$ cat src/rtl/irq_steer_pkg.sv
package irq_steer_pkg;

    localparam int PIN_COUNT = 8;
    localparam int PIN_SEL_W = $clog2(PIN_COUNT);

    // Stored register fields, bit 0 is the LSB of the register
    typedef struct packed {
        logic                 fast_rate;
        logic [PIN_SEL_W-1:0] pin_sel;
        logic                 en_port;
        logic                 en_int1;
        logic                 en_int0;
    } steer_cfg_t;

    localparam int CFG_W = $bits(steer_cfg_t);

    typedef enum logic [1:0] {
        DEST_NONE = 2'd0,
        DEST_INT0 = 2'd1,
        DEST_INT1 = 2'd2,
        DEST_PORT = 2'd3
    } dest_e;

    // Fixed priority resolution of the enabled destinations
    function automatic dest_e pick_dest(input steer_cfg_t cfg, input logic req);
        dest_e d;
        d = DEST_NONE;
        if (req) begin
            if (cfg.en_int0)      d = DEST_INT0;
            else if (cfg.en_int1) d = DEST_INT1;
            else if (cfg.en_port) d = DEST_PORT;
        end
        return d;
    endfunction

endpackage

$ cat src/rtl/irq_steer_cfg_reg.sv
module irq_steer_cfg_reg
    import irq_steer_pkg::*;
#(
    parameter int          ADDR_W     = 4,
    parameter int          DATA_W     = 8,
    parameter logic [ADDR_W-1:0] REG_OFFSET = 4'h9
) (
    input  logic              clk,
    input  logic              rst,
    input  logic [ADDR_W-1:0] addr,
    input  logic              we,
    input  logic [DATA_W-1:0] wdata,
    output logic [DATA_W-1:0] rdata,
    output steer_cfg_t        cfg
);

    localparam int PAD_W = DATA_W - CFG_W;

    logic hit;
    assign hit = (addr == REG_OFFSET);

    always_ff @(posedge clk) begin
        if (rst) begin
            cfg <= '0;
        end else if (we && hit) begin
            cfg <= steer_cfg_t'(wdata[CFG_W-1:0]);
        end
    end

    always_comb begin
        rdata = '0;
        if (hit) rdata = {{PAD_W{1'b0}}, cfg};
    end

    AST_WRITE_STORES: assert property (@(posedge clk) disable iff (rst)
        (we && hit) |=> (cfg == $past(wdata[CFG_W-1:0])));
    AST_MISS_KEEPS: assert property (@(posedge clk) disable iff (rst)
        !(we && hit) |=> $stable(cfg));
    AST_RSVD_READ: assert property (@(posedge clk) disable iff (rst)
        rdata[DATA_W-1] == 1'b0);

endmodule

$ cat src/rtl/irq_steer_arbiter.sv
module irq_steer_arbiter
    import irq_steer_pkg::*;
(
    input  logic       clk,
    input  logic       rst,
    input  steer_cfg_t cfg,
    input  logic       req,
    output logic       fire_int0,
    output logic       fire_int1,
    output logic       fire_port
);

    dest_e winner;

    always_comb begin
        winner    = pick_dest(cfg, req);
        fire_int0 = (winner == DEST_INT0);
        fire_int1 = (winner == DEST_INT1);
        fire_port = (winner == DEST_PORT);
    end

    AST_SINGLE_DEST: assert property (@(posedge clk) disable iff (rst)
        $onehot0({fire_int0, fire_int1, fire_port}));
    AST_INT0_TOP: assert property (@(posedge clk) disable iff (rst)
        (req && cfg.en_int0) |-> (fire_int0 && !fire_int1 && !fire_port));
    AST_NO_REQ_QUIET: assert property (@(posedge clk) disable iff (rst)
        !req |-> !(fire_int0 || fire_int1 || fire_port));

endmodule

$ cat src/rtl/irq_steer_pin_decode.sv
module irq_steer_pin_decode #(
    parameter int NUM_PINS = 8,
    parameter int SEL_W    = $clog2(NUM_PINS)
) (
    input  logic                clk,
    input  logic                rst,
    input  logic                fire,
    input  logic [SEL_W-1:0]    sel,
    output logic [NUM_PINS-1:0] pin_n
);

    for (genvar g = 0; g < NUM_PINS; g++) begin : g_pin
        assign pin_n[g] = !(fire && (sel == SEL_W'(g)));
    end

    AST_PINS_IDLE: assert property (@(posedge clk) disable iff (rst)
        !fire |-> (&pin_n));
    AST_ONE_PIN: assert property (@(posedge clk) disable iff (rst)
        fire |-> ($countones(~pin_n) == 1));

endmodule

$ cat src/rtl/irq_steer_top.sv
module irq_steer_top
    import irq_steer_pkg::*;
#(
    parameter int                ADDR_W     = 4,
    parameter int                DATA_W     = 8,
    parameter logic [ADDR_W-1:0] REG_OFFSET = 4'h9
) (
    input  logic                 clk,
    input  logic                 rst,
    input  logic [ADDR_W-1:0]    bus_addr,
    input  logic                 bus_we,
    input  logic [DATA_W-1:0]    bus_wdata,
    output logic [DATA_W-1:0]    bus_rdata,
    input  logic                 core_irq,
    input  logic                 host_int0_n_in,
    input  logic                 host_int1_n_in,
    output logic                 host_int0_n_out,
    output logic                 host_int1_n_out,
    output logic [PIN_COUNT-1:0] port_irq_n,
    output logic                 fast_rate
);

    steer_cfg_t cfg;
    logic       fire_int0;
    logic       fire_int1;
    logic       fire_port;

    irq_steer_cfg_reg #(
        .ADDR_W    (ADDR_W),
        .DATA_W    (DATA_W),
        .REG_OFFSET(REG_OFFSET)
    ) u_reg (
        .clk  (clk),
        .rst  (rst),
        .addr (bus_addr),
        .we   (bus_we),
        .wdata(bus_wdata),
        .rdata(bus_rdata),
        .cfg  (cfg)
    );

    irq_steer_arbiter u_arb (
        .clk      (clk),
        .rst      (rst),
        .cfg      (cfg),
        .req      (core_irq),
        .fire_int0(fire_int0),
        .fire_int1(fire_int1),
        .fire_port(fire_port)
    );

    irq_steer_pin_decode #(
        .NUM_PINS(PIN_COUNT)
    ) u_dec (
        .clk  (clk),
        .rst  (rst),
        .fire (fire_port),
        .sel  (cfg.pin_sel),
        .pin_n(port_irq_n)
    );

    // Wired-AND merge on the active-low host lines
    assign host_int0_n_out = host_int0_n_in & ~fire_int0;
    assign host_int1_n_out = host_int1_n_in & ~fire_int1;
    assign fast_rate       = cfg.fast_rate;

    AST_MERGE0: assert property (@(posedge clk) disable iff (rst)
        !host_int0_n_in |-> !host_int0_n_out);
    AST_MERGE1: assert property (@(posedge clk) disable iff (rst)
        !host_int1_n_in |-> !host_int1_n_out);
    AST_INT0_ROUTED: assert property (@(posedge clk) disable iff (rst)
        (core_irq && bus_rdata[0] && bus_addr == REG_OFFSET) |-> !host_int0_n_out);
    AST_RATE_ISOLATED: assert property (@(posedge clk) disable iff (rst)
        (!core_irq && host_int0_n_in && host_int1_n_in) |->
        (host_int0_n_out && host_int1_n_out && (&port_irq_n)));

endmodule

$ cat config.mk
export PLATFORM = sky130hd
export DESIGN_NAME = irq_steer_top
export DESIGN_NICKNAME = d
export VERILOG_FILES = /design/src/rtl/irq_steer_pkg.sv /design/src/rtl/irq_steer_cfg_reg.sv /design/src/rtl/irq_steer_arbiter.sv /design/src/rtl/irq_steer_pin_decode.sv /design/src/rtl/irq_steer_top.sv
export SDC_FILE = /design/constraint.sdc
export NUM_CORES = 1
export LEC_CHECK = 0
export BUFFER_PORTS_ARGS = -buffer_cell sky130_fd_sc_hd__buf_2
export CORE_AREA = 2 2 39 41
export CTS_CLUSTER_SIZE = 25
export DETAILED_ROUTE_END_ITERATION = 10
export DIE_AREA = 0 0 41 43
export PLACE_DENSITY = 0.77
export SETUP_SLACK_MARGIN = 0.15
export SLEW_MARGIN = 40
export SYNTH_ARGS = -nofsm -noshare
export SYNTH_HDL_FRONTEND = slang
export SYNTH_SLANG_ARGS = --single-unit
$ cat constraint.sdc
create_clock -name clk -period 2.7 [get_ports clk]
set_clock_uncertainty 0.15 [all_clocks]
set_input_delay 0.54 -clock clk [delete_from_list [all_inputs] [get_ports clk]]
set_output_delay 0.54 -clock clk [all_outputs]
set_load 0.02 [all_outputs]
==> results of run 1 <==
## metrics by stage
stage | instances | hold slack, ns | power [mW]
floorplan | 58 | 0.316 | 0.127
global placement | 104 | 0.332 | 0.139
detailed placement | 104 | 0.338 | 0.140
CTS | 108 | 0.345 | 0.236
global route | 108 | 0.384 | 0.246
finish | 108 | 0.345 | 0.236
## worst max-delay path by stage
| stage | slack [ns] | to | startpoint | cells past startpoint |
|---|---|---|---|---|
| after global placement | 0.64 | bus_rdata[5] | bus_addr[1] | 4 |
| after CTS | 0.62 | bus_rdata[6] | bus_addr[1] | 4 |
| final | 0.62 | bus_rdata[0] | bus_addr[1] | 4 |
| after floorplan | 0.81 | bus_rdata[0] | bus_addr[1] | 3 |
| after detailed placement | 0.62 | bus_rdata[0] | bus_addr[1] | 4 |
| after global routing | 0.57 | bus_rdata[4] | bus_addr[1] | 4 |
## worst min-delay path, cell delays in order, from the launching register on
cell and delay, ns:
dfxtp_1 0.31, nand2b_1 0.09, o21ai_2 0.05
## report_power, final
group | internal, mW | switching, mW
clock | 0.0566 | 0.0413
sequential | 0.105 | 0.00136
combinational | 0.0159 | 0.0156
total | 0.177 | 0.0583
## final cells by class
| type | instances | area, um2 | share of cell area [%] |
|---|---|---|---|
| timing repair buffer | 34 | 170 | 24.2 |
| sequential | 7 | 140 | 19.9 |
| clock buffer | 4 | 26.3 | 3.74 |
| tap | 16 | 20.0 | 2.85 |
| multi-input combinational | 47 | 347 | 49.3 |
## routing by layer
layer	share of wire, %	GRT usage [%]	vias to the layer above
li1	-	-	267
met1	43	20.6	222
met2	46	24.1	30
met3	8.0	1.57	4
met4	2.7	12.0	0
met5	0	0	-
## logic make-up (layout without fill, tap and decap cells)
family | Yosys count | after routing | share of synthesized area (%)
AO/OA/AOI/OAI | 9 | 9 | 14.8
flip-flops | 7 | 7 | 27.2
other | 1 | 1 | 0.729
buffers and inverters | 4 | 38 | 5.35
AND/OR/NAND/NOR | 37 | 37 | 51.8
## placed cells by master, fill, tap and decap left out, types with 2 or more instances in the layout
master,n
nand2_1,6
buf_2,34
or2b_2,2
o21ai_2,7
nand4b_1,7
and2_2,7
nand3_1,2
nor2b_1,3
a21boi_0,2
clkbuf_4,3
dfxtp_1,7
nand2b_1,4
==> results.md, run 1 <==
* Ys flop type: dfxtp_1
* Cts hold-fix bufs at 0
* Starting density of the core at 37.2%
* Worst Path Max Fanout at 15
* Warning count from the yosys run at 0
* GRT Total Usage at 16.3%
* Die Width at 41 um
* Worst path bufs/invs at 2
* Largest net degree at the start of global routing at 16
* Sequential share of the synthesized area at 27.3%
* Hold endpoint: u_reg.cfg[5]$_SDFFE_PP0P_
* EDFF count, synth at 0
* Clk Tree Root Cell: clkbuf_4
* Post-synth top cells: and2_2 (7), dfxtp_1 (7), nand4b_1 (7), o21ai_2 (7), nand2_1 (6)
* Num rows at 14
* Synth top area share at 27.3%
* Finished Cell Area at 703 um2
* Port buffer count at 34
* First-pass GRT wire length at 1930 um
* Synth cell types at 21
* CP Launch Type: input port
* CTS resizes at 0
* Max IR drop VDD at 155 uV
* Avg WL per Cell at 11.5 um
* Final hold vios at 0
* WP data required at 2.01 ns
* Worst Path Arrival at 1.39 ns
* CTS tree: yes
* Most used cell, CP: buf_2
* Setup TNS at 0 ns
* Vias in the first global route at 460
* Critical path, cell by cell: buf_2 > and4bb_4 > and2_2 > buf_2
* RSZ-0062 raised after global routing: false
* Final setup viols at 0
* Post-place setup slack at 0.618 ns
* Hold_sp: u_reg.cfg[5]$_SDFFE_PP0P_
* Slowest cell on the critical path: and4bb_4
* Async set-reset flop share out of synthesis at 0%
* Residual DRC at 0
* H-tree depth at 1
* Cells after Synth at 58
* 1st-iter DRT viols at 4
* Post-Syn Area at 514 um2
* R2r startpoint: u_reg.cfg[3]$_SDFFE_PP0P_
* Antenna violations before repair at 0
* Reg clk slew, reported paths at 0.05 ns
* Worst min path class: flop to flop
* Vias at 523
* Fin nets at 111
* Worst skew pair latency at 0.25 ns
* HPWL after detailed placement at 916 um
* DR pass1 iterations at 4
* GPL Wtd Cong at 0.711
* FF-to-FF setup slack at 1.66 ns
* WS Path Type: input port to primary output
* GRT overflow at 0
* Die Ht at 43 um
* Worst hold path depth at 2
* Dpl cell area at 677 um2
* Ports at 37
* Critical Path Max Stage Delay at 0.43 ns
* Ranking of synthesized cells by area: dfxtp_1 (27%), nand4b_1 (12%), o21ai_2 (12%)
* ANT cells at 0
* Final Critical Period at 2.08 ns
* Area Overhead vs Synth at 36.7%
* Cell accounting for the most synthesized area: dfxtp_1
* Syn Nets at 76
* Filler cell count at 138
* Fin worst setup slack at 0.619 ns
* Post-CTS Setup Inserts at 0
* Core area at 0.00138 mm2
* TritonCTS Buffers at 3
* Avg Inst Size Synth at 8.87 um2
* Via/cell ratio at 4.84
* Leak Pwr at 0.313 nW
* Final WL at 1240 um
* Count of clock tree sinks at 7
* Power Density at 335 mW/mm2
* Crit end category: primary output
* Die area at 0.00176 mm2
* Layout cells sized above 1 at 60.9%
* Largest buffer count on any clock path at 2
* Yosys reg bits at 7
* Final ANT Viol Nets at 0
* R2r endpoint: u_reg.cfg[3]$_SDFFE_PP0P_
* CP top delay family: simple AND/OR/NAND/NOR gates
* R2r worst-path depth at 2
* Largest regs: u_reg.cfg x7
* Outcome: completed
* Fmax achieved at 481 MHz
* Fin. max-slew vios at 0
* Largest Register: u_reg.cfg
* Fin util at 50.8%
* Max-Cap Viols at 0
* Crit share post-route at 77.1%
* Largest register FFs at 7
No activity file was read; power rests on OpenSTA's default activity.
==> inputs of run 2 (changes only) <==
CORE_AREA = 2 2 40 42   (was 2 2 39 41)
DIE_AREA = 0 0 42 44   (was 0 0 41 43)
PLACE_DENSITY = 0.73   (was 0.77)
clock period = 1.99 ns   (was 2.7 ns; I/O delays follow)
==> run 2 against run 1 <==
Via count rose by 0.19%. Wire length decreased by 7.4%. Critical path depth stayed put. Sequential share of layout area fell by 0.14 points. Flip-flop and latch count is the same. Non-clock buffer count unchanged. Count of clock-buffer cells in the layout unchanged. Final cell count is the same. Clock power rose by 37%. First-iteration DRC count is 25% lower. Combinational power is 36% higher. Hold slack worse by 0.081 ns. Highest routed layer unchanged.
==> results.md, run 2 (synthesized netlist as in run 1, its figures left out) <==
* Final setup viols at 0
* Count of clock tree sinks at 7
* Final Critical Period at 1.78 ns
* Residual DRC at 0
* WS Path Type: input port to primary output
* Starting density of the core at 36.2%
* TritonCTS Buffers at 3
* Pint at 242 uW
* Fin nets at 111
* Avg WL per Cell at 10.6 um
* CTS tree: yes
* RSZ-0062 raised after global routing: false
* Largest Register: u_reg.cfg
* Post-place setup slack at 0.202 ns
* HPWL after detailed placement at 856 um
* Max IR drop VDD at 317 uV
* Worst Path Arrival at 1.24 ns
* Slowest cell on the critical path: and4bb_4
* Worst Path Max Fanout at 15
* Crit end category: primary output
* Worst skew pair latency at 0.25 ns
* Gate power share at 13.4%
* WP data required at 1.44 ns
* Layout cells sized above 1 at 63.0%
* Largest net degree at the start of global routing at 16
* GRT Total Usage at 13.4%
* CP Launch Type: input port
* ANT cells at 0
* Crit share post-route at 89.6%
* Power, Total at 321 uW
* Critical path, cell by cell: buf_2 > and4bb_4 > and2_2 > buf_2
* Worst min path class: input port to flop
* H-tree depth at 1
* Power Density at 449 mW/mm2
* Most common cell after layout, fill and taps aside: buf_2
* Num rows at 14
* Fmax achieved at 561 MHz
* Min Hold Slack at 0.264 ns
* Die Ht at 44 um
* CP top delay family: simple AND/OR/NAND/NOR gates
* Port buffer count at 34
* Leak Pwr at 0.322 nW
* 1st-iter DRT viols at 3
* DR pass1 iterations at 4
* GRT overflow at 0
* Vias in the first global route at 424
* Largest buffer count on any clock path at 2
* Psw at 79.2 uW
* Max-Cap Viols at 0
* GPL Wtd Cong at 0.716
* Area Overhead vs Synth at 38.9%
* Reg power frac at 44.9%
* Fin. max-slew vios at 0
* Setup TNS at 0 ns
* Die area at 0.00185 mm2
* Die Width at 42 um
* Final hold vios at 0
* Via/cell ratio at 4.85
* Post-CTS Setup Inserts at 0
* Most frequent cells in the layout: buf_2 (33), and2_2 (7), nand4b_1 (7), o21ai_2 (7)
* Largest regs: u_reg.cfg x7
* Worst path bufs/invs at 2
* Most used cell, CP: buf_2
* Final WL at 1150 um
* Clk Tree Root Cell: clkbuf_4
* Ports at 37
* Vias at 524
* Outcome: completed
* Final ANT Viol Nets at 0
* Power share of the clock group at 41.7%
* Core area at 0.00142 mm2
* First-pass GRT wire length at 1820 um
* Fin worst setup slack at 0.207 ns
* Critical Path Max Stage Delay at 0.43 ns
* Reg clk slew, reported paths at 0.05 ns
* Largest register FFs at 7
* Antenna violations before repair at 0
* Sw frac at 24.7%
==> run 2: cell counts in the layout (fill, tap and decap cells not counted) <==
Identical to the previous run, type by type.
==> run 2: path summary, 6_finish.rpt <==
check / startpoint / to / slack (ns) / depth (start not counted)
min: bus_wdata[0] / u_reg.cfg[0]$_SDFFE_PP0P_ / 0.26 / 3
max reg2reg: u_reg.cfg[3]$_SDFFE_PP0P_ / u_reg.cfg[3]$_SDFFE_PP0P_ / 0.94 / 2
max: bus_addr[1] / bus_rdata[4] / 0.21 / 4
min reg2reg: u_reg.cfg[5]$_SDFFE_PP0P_ / u_reg.cfg[5]$_SDFFE_PP0P_ / 0.35 / 2
==> run 2: cell type report <==
class | instances | area, um2
Fill cell | 152 | 704
Multi-Input combinational cell | 47 | 354
Tap cell | 16 | 20.0
Clock buffer | 4 | 26.3
Sequential cell | 7 | 141
Timing Repair Buffer | 34 | 173
==> run 2: worst min-delay path, stage by stage <==
cell and delay [ns]:
buf_2 0.07, nand4b_1 0.10, o21ai_2 0.06
==> run 2: timing repair <==
item | 4_1_cts | 5_1_grt
hold endpoints to repair | 0 | 0
pin swaps | 1 | 1
endpoints found under the setup margin | 2 | 7
hold buffers | 0 | 0
gates resized for setup | 1 | 3
==> run 2: power groups by stage <==
| stage | combinational, mW | clock, mW | sequential [mW] |
|---|---|---|---|
| 3_5_place_dp | 0.0421 | 0 | 0.147 |
| 3_3_place_gp | 0.0414 | 0 | 0.147 |
| 6_report | 0.0430 | 0.134 | 0.144 |
| 4_1_cts | 0.0424 | 0.136 | 0.144 |
| 5_1_grt | 0.0469 | 0.144 | 0.144 |
| 2_1_floorplan | 0.0251 | 0 | 0.147 |
==> run 2: stage by stage <==
step	std cells	area (um2)	utilization, %
after global routing	108	714	50.4
after detailed placement	104	677	47.7
final	108	714	50.4
after floorplan	58	514	-
after CTS	108	706	49.7
after global placement	104	677	47.7
==> run 2: layer usage <==
layer	track usage [%]	vias up	share of wire (%)
li1	-	267	-
met4	11.6	0	3.3
met2	16.9	29	41
met5	0	-	0
met3	2.50	5	9.3
met1	19.0	223	47
==> inputs of run 3 (changes only) <==
MAX_ROUTING_LAYER = met4   (was unset)
==> run 3 against run 2 <==
Total power unchanged. Critical path depth unchanged. Final area did not move. Utilization is the same. Sequential share of layout area unchanged. Flip-flop and latch count stayed put. Die area is the same. Combinational power about the same. Count of clock-buffer cells in the layout unchanged. Final cell count did not move. Sequential power hardly changed. Hold slack unchanged. Critical path type unchanged. Critical endpoint unchanged. Largest power group unchanged.
==> results.md, run 3 (synthesized netlist as in run 1, its figures left out) <==
* Clk Tree Root Cell: clkbuf_4
* Crit end category: primary output
* Leak Pwr at 0.322 nW
* Fin. max-slew vios at 0
* ANT cells at 0
* Final Critical Period at 1.78 ns
* Final hold vios at 0
* Starting density of the core at 36.2%
* Most frequent cells in the layout: buf_2 (33), and2_2 (7), nand4b_1 (7), o21ai_2 (7)
* Final setup viols at 0
* HPWL after detailed placement at 856 um
* Die Width at 42 um
* Fmax achieved at 561 MHz
* Layout cells sized above 1 at 63.0%
* Max-Cap Viols at 0
* Worst Path Arrival at 1.24 ns
* Crit share post-route at 89.6%
* Setup TNS at 0 ns
* GPL Wtd Cong at 0.725
* Area Overhead vs Synth at 38.9%
* Num rows at 14
* Register Area at 141 um2
* DR pass1 iterations at 4
* GRT overflow at 0
* CP Launch Type: input port
* WS Path Type: input port to primary output
* Largest Register: u_reg.cfg
* H-tree depth at 1
* Final WL at 1150 um
* Avg WL per Cell at 10.6 um
* First-pass GRT wire length at 1810 um
* Core area at 0.00142 mm2
* Most common cell after layout, fill and taps aside: buf_2
* Critical path, cell by cell: buf_2 > and4bb_4 > and2_2 > buf_2
* Worst skew pair latency at 0.25 ns
* Final ANT Viol Nets at 0
* Vias in the first global route at 424
* Largest regs: u_reg.cfg x7
* Antenna violations before repair at 0
* Power, Total at 321 uW
* Worst Path Max Fanout at 15
* Cts hold-fix bufs at 0
* Via/cell ratio at 4.85
* TritonCTS Buffers at 3
* Power Density at 449 mW/mm2
* 1st-iter DRT viols at 3
* Die Ht at 44 um
* RSZ-0062 raised after global routing: false
* Residual DRC at 0
* WP data required at 1.44 ns
* Vias at 524
* Reg clk slew, reported paths at 0.05 ns
* Most used cell, CP: buf_2
* Count of clock tree sinks at 7
* Outcome: completed
* Largest buffer count on any clock path at 2
* Worst min path class: input port to flop
* CTS tree: yes
* Largest net degree at the start of global routing at 16
* Post-CTS Setup Inserts at 0
* Max IR drop VDD at 317 uV
* GRT Total Usage at 13.8%
* Critical Path Max Stage Delay at 0.43 ns
* Ports at 37
* Filler cell count at 152
* Largest register FFs at 7
* Fin nets at 111
* Slowest cell on the critical path: and4bb_4
* Multi-input logic area at 354 um2
* Die area at 0.00185 mm2
* Port buffer count at 34
==> run 3: cell counts in the layout (fill, tap and decap cells not counted) <==
No cell type changed its count.
==> run 3: worst paths after layout <==
kind                             start                   endpoint  slack [ns]  cells past startpoint
max                        bus_addr[1]               bus_rdata[4]        0.21                      4
min reg2reg  u_reg.cfg[5]$_SDFFE_PP0P_  u_reg.cfg[5]$_SDFFE_PP0P_        0.35                      2
max reg2reg  u_reg.cfg[3]$_SDFFE_PP0P_  u_reg.cfg[3]$_SDFFE_PP0P_        0.94                      2
min                       bus_wdata[0]  u_reg.cfg[0]$_SDFFE_PP0P_        0.26                      3
==> run 3: final cells by class <==
class / count / share of cell area (%)
clock buffer: 4 / 3.68
timing repair buffer: 34 / 24.2
tap: 16 / 2.80
sequential: 7 / 19.8
multi-input combinational: 47 / 49.6
==> run 3: through the flow <==
stage          area (um2)  utilization, %  instances  hold WS (ns)  setup slack [ns]
2_1_floorplan         514               -         58         0.316             0.384
3_3_place_gp          677            47.7        104         0.336             0.209
3_5_place_dp          677            47.7        104         0.341             0.202
4_1_cts               706            49.7        108         0.262             0.171
5_1_grt               714            50.4        108         0.271             0.151
6_report              714            50.4        108         0.264             0.207
==> run 3: worst max-delay path, delay by kind of cell <==
kind	cells	cell delay, ns
simple gates	2	0.59
buf+inv	2	0.24
==> run 3: repair_timing <==
| item | in CTS | in global routing |
|---|---|---|
| pin swaps | 1 | 1 |
| resized for setup | 1 | 3 |
| endpoints found under the setup margin | 2 | 7 |
| cloned | 0 | 0 |
==> run 3: per-layer routing <==
metal  GRT usage, %  routed length [um]
met5              -                   0
met2           16.9                 466
met1           19.0                 537
met3           2.50                 107
met4           11.6                  38
==> run 3: power by group <==
part | total [mW] | internal [mW] | switching (mW) | leakage, nW
Combinational | 0.0430 | 0.0226 | 0.0204 | 0.250
Clock | 0.134 | 0.0768 | 0.0569 | 0.0150
Sequential | 0.144 | 0.142 | 0.00191 | 0.0570
Total | 0.321 | 0.242 | 0.0792 | 0.322
